`config.mk`:
```
export PLATFORM = sky130hd
export DESIGN_NAME = duplex_sync_master
export DESIGN_NICKNAME = d
export VERILOG_FILES = /design/src/rtl/dsm_pkg.sv /design/src/rtl/dsm_phase_gen.sv /design/src/rtl/dsm_shifter.sv /design/src/rtl/dsm_buf_ctrl.sv /design/src/rtl/duplex_sync_master.sv
export SDC_FILE = /design/constraint.sdc
export NUM_CORES = 1
export LEC_CHECK = 0
export BUFFER_PORTS_ARGS = -buffer_cell sky130_fd_sc_hd__buf_2
export CORE_AREA = 2 2 73 93
export CTS_CLUSTER_SIZE = 24
export DETAILED_ROUTE_END_ITERATION = 10
export DIE_AREA = 0 0 75 95
export GPL_ROUTABILITY_DRIVEN = 0
export GPL_TIMING_DRIVEN = 0
export PLACE_DENSITY = 0.55
export RECOVER_POWER = 25
export SLEW_MARGIN = 20
export SYNTH_ARGS = -nofsm -noshare
export SYNTH_HDL_FRONTEND = slang
export SYNTH_SLANG_ARGS = --single-unit
```
`constraint.sdc`:
```
create_clock -name clk -period 1.8 [get_ports clk]
set_input_delay 0 -clock clk [delete_from_list [all_inputs] [get_ports clk]]
set_output_delay 0 -clock clk [all_outputs]
set_load 0.03 [all_outputs]
```
`src/rtl/dsm_pkg.sv`:
```
package dsm_pkg;
   typedef enum logic {
      BUF_SINGLE = 1'b0,
      BUF_DOUBLE = 1'b1
   } buf_mode_e;
endpackage

```
`src/rtl/dsm_phase_gen.sv`:
```
module dsm_phase_gen #(
   parameter int CLK_DIV    = 4,
   parameter int FRAME_BITS = 8
) (
   input  logic clk,
   input  logic rst_n,
   input  logic start,
   output logic busy,
   output logic sclk,
   output logic rise_ev,
   output logic fall_ev,
   output logic frame_done
);
   localparam int CW = (CLK_DIV > 1) ? $clog2(CLK_DIV) : 1;
   localparam int BW = $clog2(FRAME_BITS);

   logic          busy_q;
   logic          sclk_q;
   logic [CW-1:0] cnt_q;
   logic [BW-1:0] bit_q;
   logic          tick;
   logic          last;

   assign tick       = (cnt_q == CW'(CLK_DIV - 1));
   assign last       = (bit_q == BW'(FRAME_BITS - 1));
   assign rise_ev    = busy_q & tick & ~sclk_q;
   assign fall_ev    = busy_q & tick & sclk_q & ~last;
   assign frame_done = busy_q & tick & sclk_q & last;
   assign busy       = busy_q;
   assign sclk       = sclk_q;

   always_ff @(posedge clk) begin
      if (!rst_n) begin
         busy_q <= 1'b0;
         sclk_q <= 1'b1;
         cnt_q  <= '0;
         bit_q  <= '0;
      end else if (start) begin
         busy_q <= 1'b1;
         sclk_q <= 1'b0;
         cnt_q  <= '0;
         bit_q  <= '0;
      end else if (busy_q) begin
         if (tick) begin
            cnt_q <= '0;
            if (!sclk_q) begin
               sclk_q <= 1'b1;
            end else if (last) begin
               busy_q <= 1'b0;
            end else begin
               sclk_q <= 1'b0;
               bit_q  <= bit_q + BW'(1);
            end
         end else begin
            cnt_q <= cnt_q + CW'(1);
         end
      end
   end
endmodule

```
`src/rtl/dsm_shifter.sv`:
```
module dsm_shifter #(
   parameter int W         = 8,
   parameter bit LSB_FIRST = 1'b1
) (
   input  logic         clk,
   input  logic         rst_n,
   input  logic         load,
   input  logic [W-1:0] load_word,
   input  logic         rise_ev,
   input  logic         fall_ev,
   input  logic         sdi,
   output logic         sdo,
   output logic [W-1:0] rx_word
);
   logic [W-1:0] tx_sh;
   logic [W-1:0] rx_sh;
   logic         sdo_q;
   logic [W-1:0] tx_next;
   logic [W-1:0] rx_next;
   logic         load_bit;
   logic         next_bit;

   generate
      if (LSB_FIRST) begin : g_lsb
         assign tx_next  = {1'b0, tx_sh[W-1:1]};
         assign rx_next  = {sdi, rx_sh[W-1:1]};
         assign load_bit = load_word[0];
         assign next_bit = tx_sh[1];
      end else begin : g_msb
         assign tx_next  = {tx_sh[W-2:0], 1'b0};
         assign rx_next  = {rx_sh[W-2:0], sdi};
         assign load_bit = load_word[W-1];
         assign next_bit = tx_sh[W-2];
      end
   endgenerate

   always_ff @(posedge clk) begin
      if (!rst_n) begin
         tx_sh <= '0;
         rx_sh <= '0;
         sdo_q <= 1'b1;
      end else begin
         if (load) begin
            tx_sh <= load_word;
            sdo_q <= load_bit;
         end else if (fall_ev) begin
            tx_sh <= tx_next;
            sdo_q <= next_bit;
         end
         if (rise_ev) rx_sh <= rx_next;
      end
   end

   assign sdo     = sdo_q;
   assign rx_word = rx_sh;
endmodule

```
`src/rtl/dsm_buf_ctrl.sv`:
```
module dsm_buf_ctrl
   import dsm_pkg::*;
#(
   parameter int W = 8
) (
   input  logic         clk,
   input  logic         rst_n,
   input  logic         dbl_mode,
   input  logic         tx_wr,
   input  logic [W-1:0] tx_wdata,
   input  logic         rx_rd,
   input  logic         busy,
   input  logic         frame_done,
   input  logic [W-1:0] rx_word,
   output logic         start,
   output logic [W-1:0] tx_word,
   output logic [W-1:0] rx_rdata,
   output logic         tx_empty,
   output logic         rx_full,
   output logic         tx_irq,
   output logic         rx_irq
);
   buf_mode_e    mode;
   logic [W-1:0] tx_buf;
   logic         tx_empty_q;
   logic [W-1:0] rx_buf;
   logic         rx_full_q;
   logic [W-1:0] hold_q;
   logic         hold_vld_q;
   logic         tx_irq_q;
   logic         rx_irq_q;
   logic         rx_room;
   logic         wr_ok;
   logic         rd_ok;
   logic         direct;
   logic         drain;

   assign mode    = buf_mode_e'(dbl_mode);
   assign rx_room = (mode == BUF_DOUBLE) ? ~hold_vld_q : (~rx_full_q & ~hold_vld_q);
   assign start   = ~busy & ~tx_empty_q & rx_room;
   assign wr_ok   = tx_wr & tx_empty_q;
   assign rd_ok   = rx_rd & rx_full_q;
   assign direct  = frame_done & ~rx_full_q;
   assign drain   = hold_vld_q & ~rx_full_q;

   always_ff @(posedge clk) begin
      if (!rst_n) begin
         tx_buf     <= '0;
         tx_empty_q <= 1'b1;
         rx_buf     <= '0;
         rx_full_q  <= 1'b0;
         hold_q     <= '0;
         hold_vld_q <= 1'b0;
         tx_irq_q   <= 1'b0;
         rx_irq_q   <= 1'b0;
      end else begin
         tx_irq_q <= frame_done;
         rx_irq_q <= direct | drain;

         if (wr_ok) begin
            tx_buf     <= tx_wdata;
            tx_empty_q <= 1'b0;
         end else if (start && mode == BUF_DOUBLE) begin
            tx_empty_q <= 1'b1;
         end else if (frame_done && mode == BUF_SINGLE) begin
            tx_empty_q <= 1'b1;
         end

         if (rd_ok) begin
            rx_full_q <= 1'b0;
         end else if (direct) begin
            rx_buf    <= rx_word;
            rx_full_q <= 1'b1;
         end else if (drain) begin
            rx_buf    <= hold_q;
            rx_full_q <= 1'b1;
         end

         if (frame_done && rx_full_q) begin
            hold_q     <= rx_word;
            hold_vld_q <= 1'b1;
         end else if (drain) begin
            hold_vld_q <= 1'b0;
         end
      end
   end

   assign tx_word  = tx_buf;
   assign rx_rdata = rx_buf;
   assign tx_empty = tx_empty_q;
   assign rx_full  = rx_full_q;
   assign tx_irq   = tx_irq_q;
   assign rx_irq   = rx_irq_q;
endmodule

```
`src/rtl/duplex_sync_master.sv`:
```
module duplex_sync_master #(
   parameter int CLK_DIV    = 4,
   parameter int FRAME_BITS = 8,
   parameter bit LSB_FIRST  = 1'b1
) (
   input  logic                  clk,
   input  logic                  rst_n,
   input  logic                  dbl_mode,
   input  logic                  tx_wr,
   input  logic [FRAME_BITS-1:0] tx_wdata,
   input  logic                  rx_rd,
   output logic [FRAME_BITS-1:0] rx_rdata,
   output logic                  tx_empty,
   output logic                  rx_full,
   output logic                  tx_irq,
   output logic                  rx_irq,
   output logic                  sclk,
   output logic                  sdo,
   input  logic                  sdi
);
   generate
      if (CLK_DIV < 1) begin : g_bad_div
         $error("CLK_DIV must be at least 1");
      end
      if (FRAME_BITS < 2) begin : g_bad_bits
         $error("FRAME_BITS must be at least 2");
      end
   endgenerate

   logic                  start;
   logic                  busy;
   logic                  rise_ev;
   logic                  fall_ev;
   logic                  frame_done;
   logic [FRAME_BITS-1:0] tx_word;
   logic [FRAME_BITS-1:0] rx_word;

   dsm_phase_gen #(.CLK_DIV(CLK_DIV), .FRAME_BITS(FRAME_BITS)) u_phase (
      .clk(clk), .rst_n(rst_n), .start(start), .busy(busy), .sclk(sclk),
      .rise_ev(rise_ev), .fall_ev(fall_ev), .frame_done(frame_done)
   );

   dsm_shifter #(.W(FRAME_BITS), .LSB_FIRST(LSB_FIRST)) u_shift (
      .clk(clk), .rst_n(rst_n), .load(start), .load_word(tx_word),
      .rise_ev(rise_ev), .fall_ev(fall_ev), .sdi(sdi), .sdo(sdo),
      .rx_word(rx_word)
   );

   dsm_buf_ctrl #(.W(FRAME_BITS)) u_buf (
      .clk(clk), .rst_n(rst_n), .dbl_mode(dbl_mode), .tx_wr(tx_wr),
      .tx_wdata(tx_wdata), .rx_rd(rx_rd), .busy(busy), .frame_done(frame_done),
      .rx_word(rx_word), .start(start), .tx_word(tx_word), .rx_rdata(rx_rdata),
      .tx_empty(tx_empty), .rx_full(rx_full), .tx_irq(tx_irq), .rx_irq(rx_irq)
   );
endmodule

```
==> flow_summary.ini <==
[global_route]
gr-total-overflow = 0
grt_pass1_wl_mm = 8.47
grt_pass1_vias = 1735
grt_max_degree = 15
grt-busiest-layer = met2
track_usage = 0.155
antenna_found_initial = 0
grtUsageMet3 = 0.0320
grtUsageMet2 = 0.258
met1_usage = 0.202

[timing]
worst_hold_slack_ns = 0.0547
hold_viol = 0
finalCriticalPeriod_ns = 1.72
drv_slew = 0
setup_tns_ns = 0
fin_skew_ns = 0.00162
period_share = 0.953
finalSetupViolCount = 0
max_slew.worst_pin.slew_ns = 0.589
relSlewSlack = 0.608
fin_ws_ns = 0.0840
rsz0062_at_grt = yes
max_freq_ghz = 0.583

[logic_synthesis]
synthTopCellsByArea = dfxtp_1 49%, mux2i_1 7.0%, nand3_1 5.4%
postSynthCellCount = 242
syn_area_sq_mm = 0.00213
ys.flop_type = dfxtp_1
synth.distinct_cells = 34
postSynthAreaPerCell_sq_um = 8.81
synthesis.nets = 260
synth_top_cell_by_area = dfxtp_1
async_flop_share = 0
yosysWarnings = 0
yosys.area.top_type_share = 0.488
ys_ff_latch = 52
ys_seq_area_frac = 0.488
synth_edf_count = 0

[cts]
clock-sinks = 52
htree_levels = 2
clk_pin_slew_ns = 0.09
cts_root_buf = clkbuf_8
cts_buffers = 5
insertion_delay_ns = 0.30
cts_tree = yes
cts.path.max_buffers = 2

[worst_setup_path]
reg2regPathDepth = 7
critPathLaunchType = flop
cp_max_fo = 5
cp.arrival_ns = 1.88
r2r-end = u_buf.rx_rdata[1]
worstPathRequired_ns = 1.96
startpoint = u_phase.bit_q[0]
r2r_slack_ns = 0.08
critical_path.endpoint = u_buf.rx_rdata[1]
cp-end-kind = flop
r2r_start = u_phase.bit_q[0]
path_class = flop to flop

[die]
start_util = 0.337
num_io_pins = 28
row_count = 33
dieHeight_microns = 95
die_w_microns = 75
coreArea_sq_mm = 0.00632
die-area_sq_mm = 0.00713

[place]
port_buffers = 26
post-place-ws_ns = 0.0124
dp.cells = 355
dpl_cell_area_sq_mm = 0.00237
dp_hpwl_mm = 3.54

[run_status]
status = finished clean

[routing]
drc = 0
vias_per_cell = 4.94
drtIter0Drc = 81
detail-route-antenna-nets = 0
post_drt_wl_per_cell_microns = 13.6
vias = 1869
dr.pass1.iters = 4
wl_mm = 5.14

[finish]
fin_area_sq_mm = 0.00260
drive_gt1_frac = 0.127
n_antenna_cell = 0
layout.cells.non_filler = 378
utilization = 0.412
nets = 309
fill_cells = 684
synthToLayoutAreaGrowth_pct = 21.9

[power_and_ir_drop]
p_leak_nw = 0.972
totalPowerFinal_mw = 2.03
ir_worst_vdd_mv = 0.403
powerDensity_mw_per_mm2 = 780

[hold_path]
hp-class = primary input to flop

[flow_run]
cap_violations = 0
## Yosys cell counts, types with 2 or more instances
master and number:
and4_1 2, dfxtp_1 52, nand3b_1 2, nand2_1 29
nor2_1 13, o211ai_1 2, or3_1 2, buf_2 7
mux2i_1 15, nor2b_1 2, a311oi_1 6, a41oi_1 2
ha_1 4, a31oi_1 3, a211oi_1 6, nand3_1 23
a21oi_1 22, nor3_1 13, clkbuf_1 12, o21ai_0 11
## layout make-up
cell class / count / area [sq um] / share of cell area
clock buffers: 6 / 72.6 / 0.0279
well taps: 87 / 109 / 0.0419
flip-flops and latches: 52 / 1040 / 0.400
plain buffers: 20 / 104 / 0.0399
inverters: 2 / 7.51 / 0.00289
multi-input cells: 168 / 1000 / 0.385
clock inverters: 1 / 5.00 / 0.00192
repair buffers: 42 / 262 / 0.101
## power breakdown
| part | switching [mW] | internal (mW) |
|---|---|---|
| sequential | 0.0201 | 1.19 |
| combinational | 0.113 | 0.0802 |
| clock | 0.363 | 0.265 |
## per-layer routing
| layer | vias up | part of all wire |
|---|---|---|
| li1 | 966 | - |
| met1 | 863 | 0.46 |
| met2 | 34 | 0.50 |
| met3 | 6 | 0.026 |
| met4 | 0 | 0.013 |
| met5 | - | 0 |
## cells in the final DEF, fill, tap and decap left out, types with 2 or more instances in the layout
cell type,netlist,layout
a31oi_1,3,3
a21oi_1,22,22
o21ai_0,11,11
dfxtp_1,52,52
or3_1,2,2
nand3b_1,2,2
buf_6,1,2
nor2b_1,2,2
clkbuf_8,0,5
and4_1,2,2
nand2_1,29,29
clkbuf_1,12,25
o211ai_1,2,2
mux2i_1,15,15
dlygate4sd3_1,0,11
buf_4,0,6
a41oi_1,2,2
nand3_1,23,23
a211oi_1,6,6
nor3_1,13,13
nor2_1,13,13
a311oi_1,6,5
buf_2,7,18
ha_1,4,4
## how the worst min path moves through the flow
stage / end / depth (start not counted) / from
6_report: u_buf.tx_empty / 3 / dbl_mode
3_3_place_gp: u_buf.rx_full / 2 / rx_rd
2_1_floorplan: u_buf.rx_full / 1 / rx_rd
5_1_grt: u_buf.tx_empty / 3 / dbl_mode
4_1_cts: u_buf.tx_empty / 3 / dbl_mode
3_5_place_dp: u_buf.rx_full / 2 / rx_rd
## what timing repair did
item	4_1_cts	5_1_grt
hold buffers	11	0
setup endpoints to repair	0	17
gates resized for setup	0	11
endpoints found under the hold margin	12	0
buffers inserted	0	5
## flip-flops by register name (all words and copies together), names as in the netlist
signal / count
u_buf.tx_empty: 1
u_buf.tx_word: 8
u_buf.hold_vld_q: 1
u_buf.rx_rdata: 8
u_phase.cnt_q: 2
u_buf.rx_irq: 1
u_phase.bit_q: 3
u_buf.hold_q: 8
u_buf.rx_full: 1
u_phase.sclk: 1
u_shift.sdo: 1
u_phase.busy: 1
u_shift.rx_word: 8
u_buf.tx_irq: 1
u_shift.tx_sh: 7
## worst max-delay path, stage by stage (launching register included)
cell and delay, ns:
dfxtp_1 0.37, ha_1 0.19, ha_1 0.22, nand4_1 0.24
buf_4 0.23, buf_4 0.13, nor3_1 0.14, a211oi_1 0.07
## cells by family after synthesis
group,synth area share
xor+xnor,0.00411
flops,0.488
simple gates,0.210
fa+ha+maj,0.0235
compound gates,0.157
buf+inv,0.0464
mux,0.0704
No activity file was read; power rests on OpenSTA's default activity.
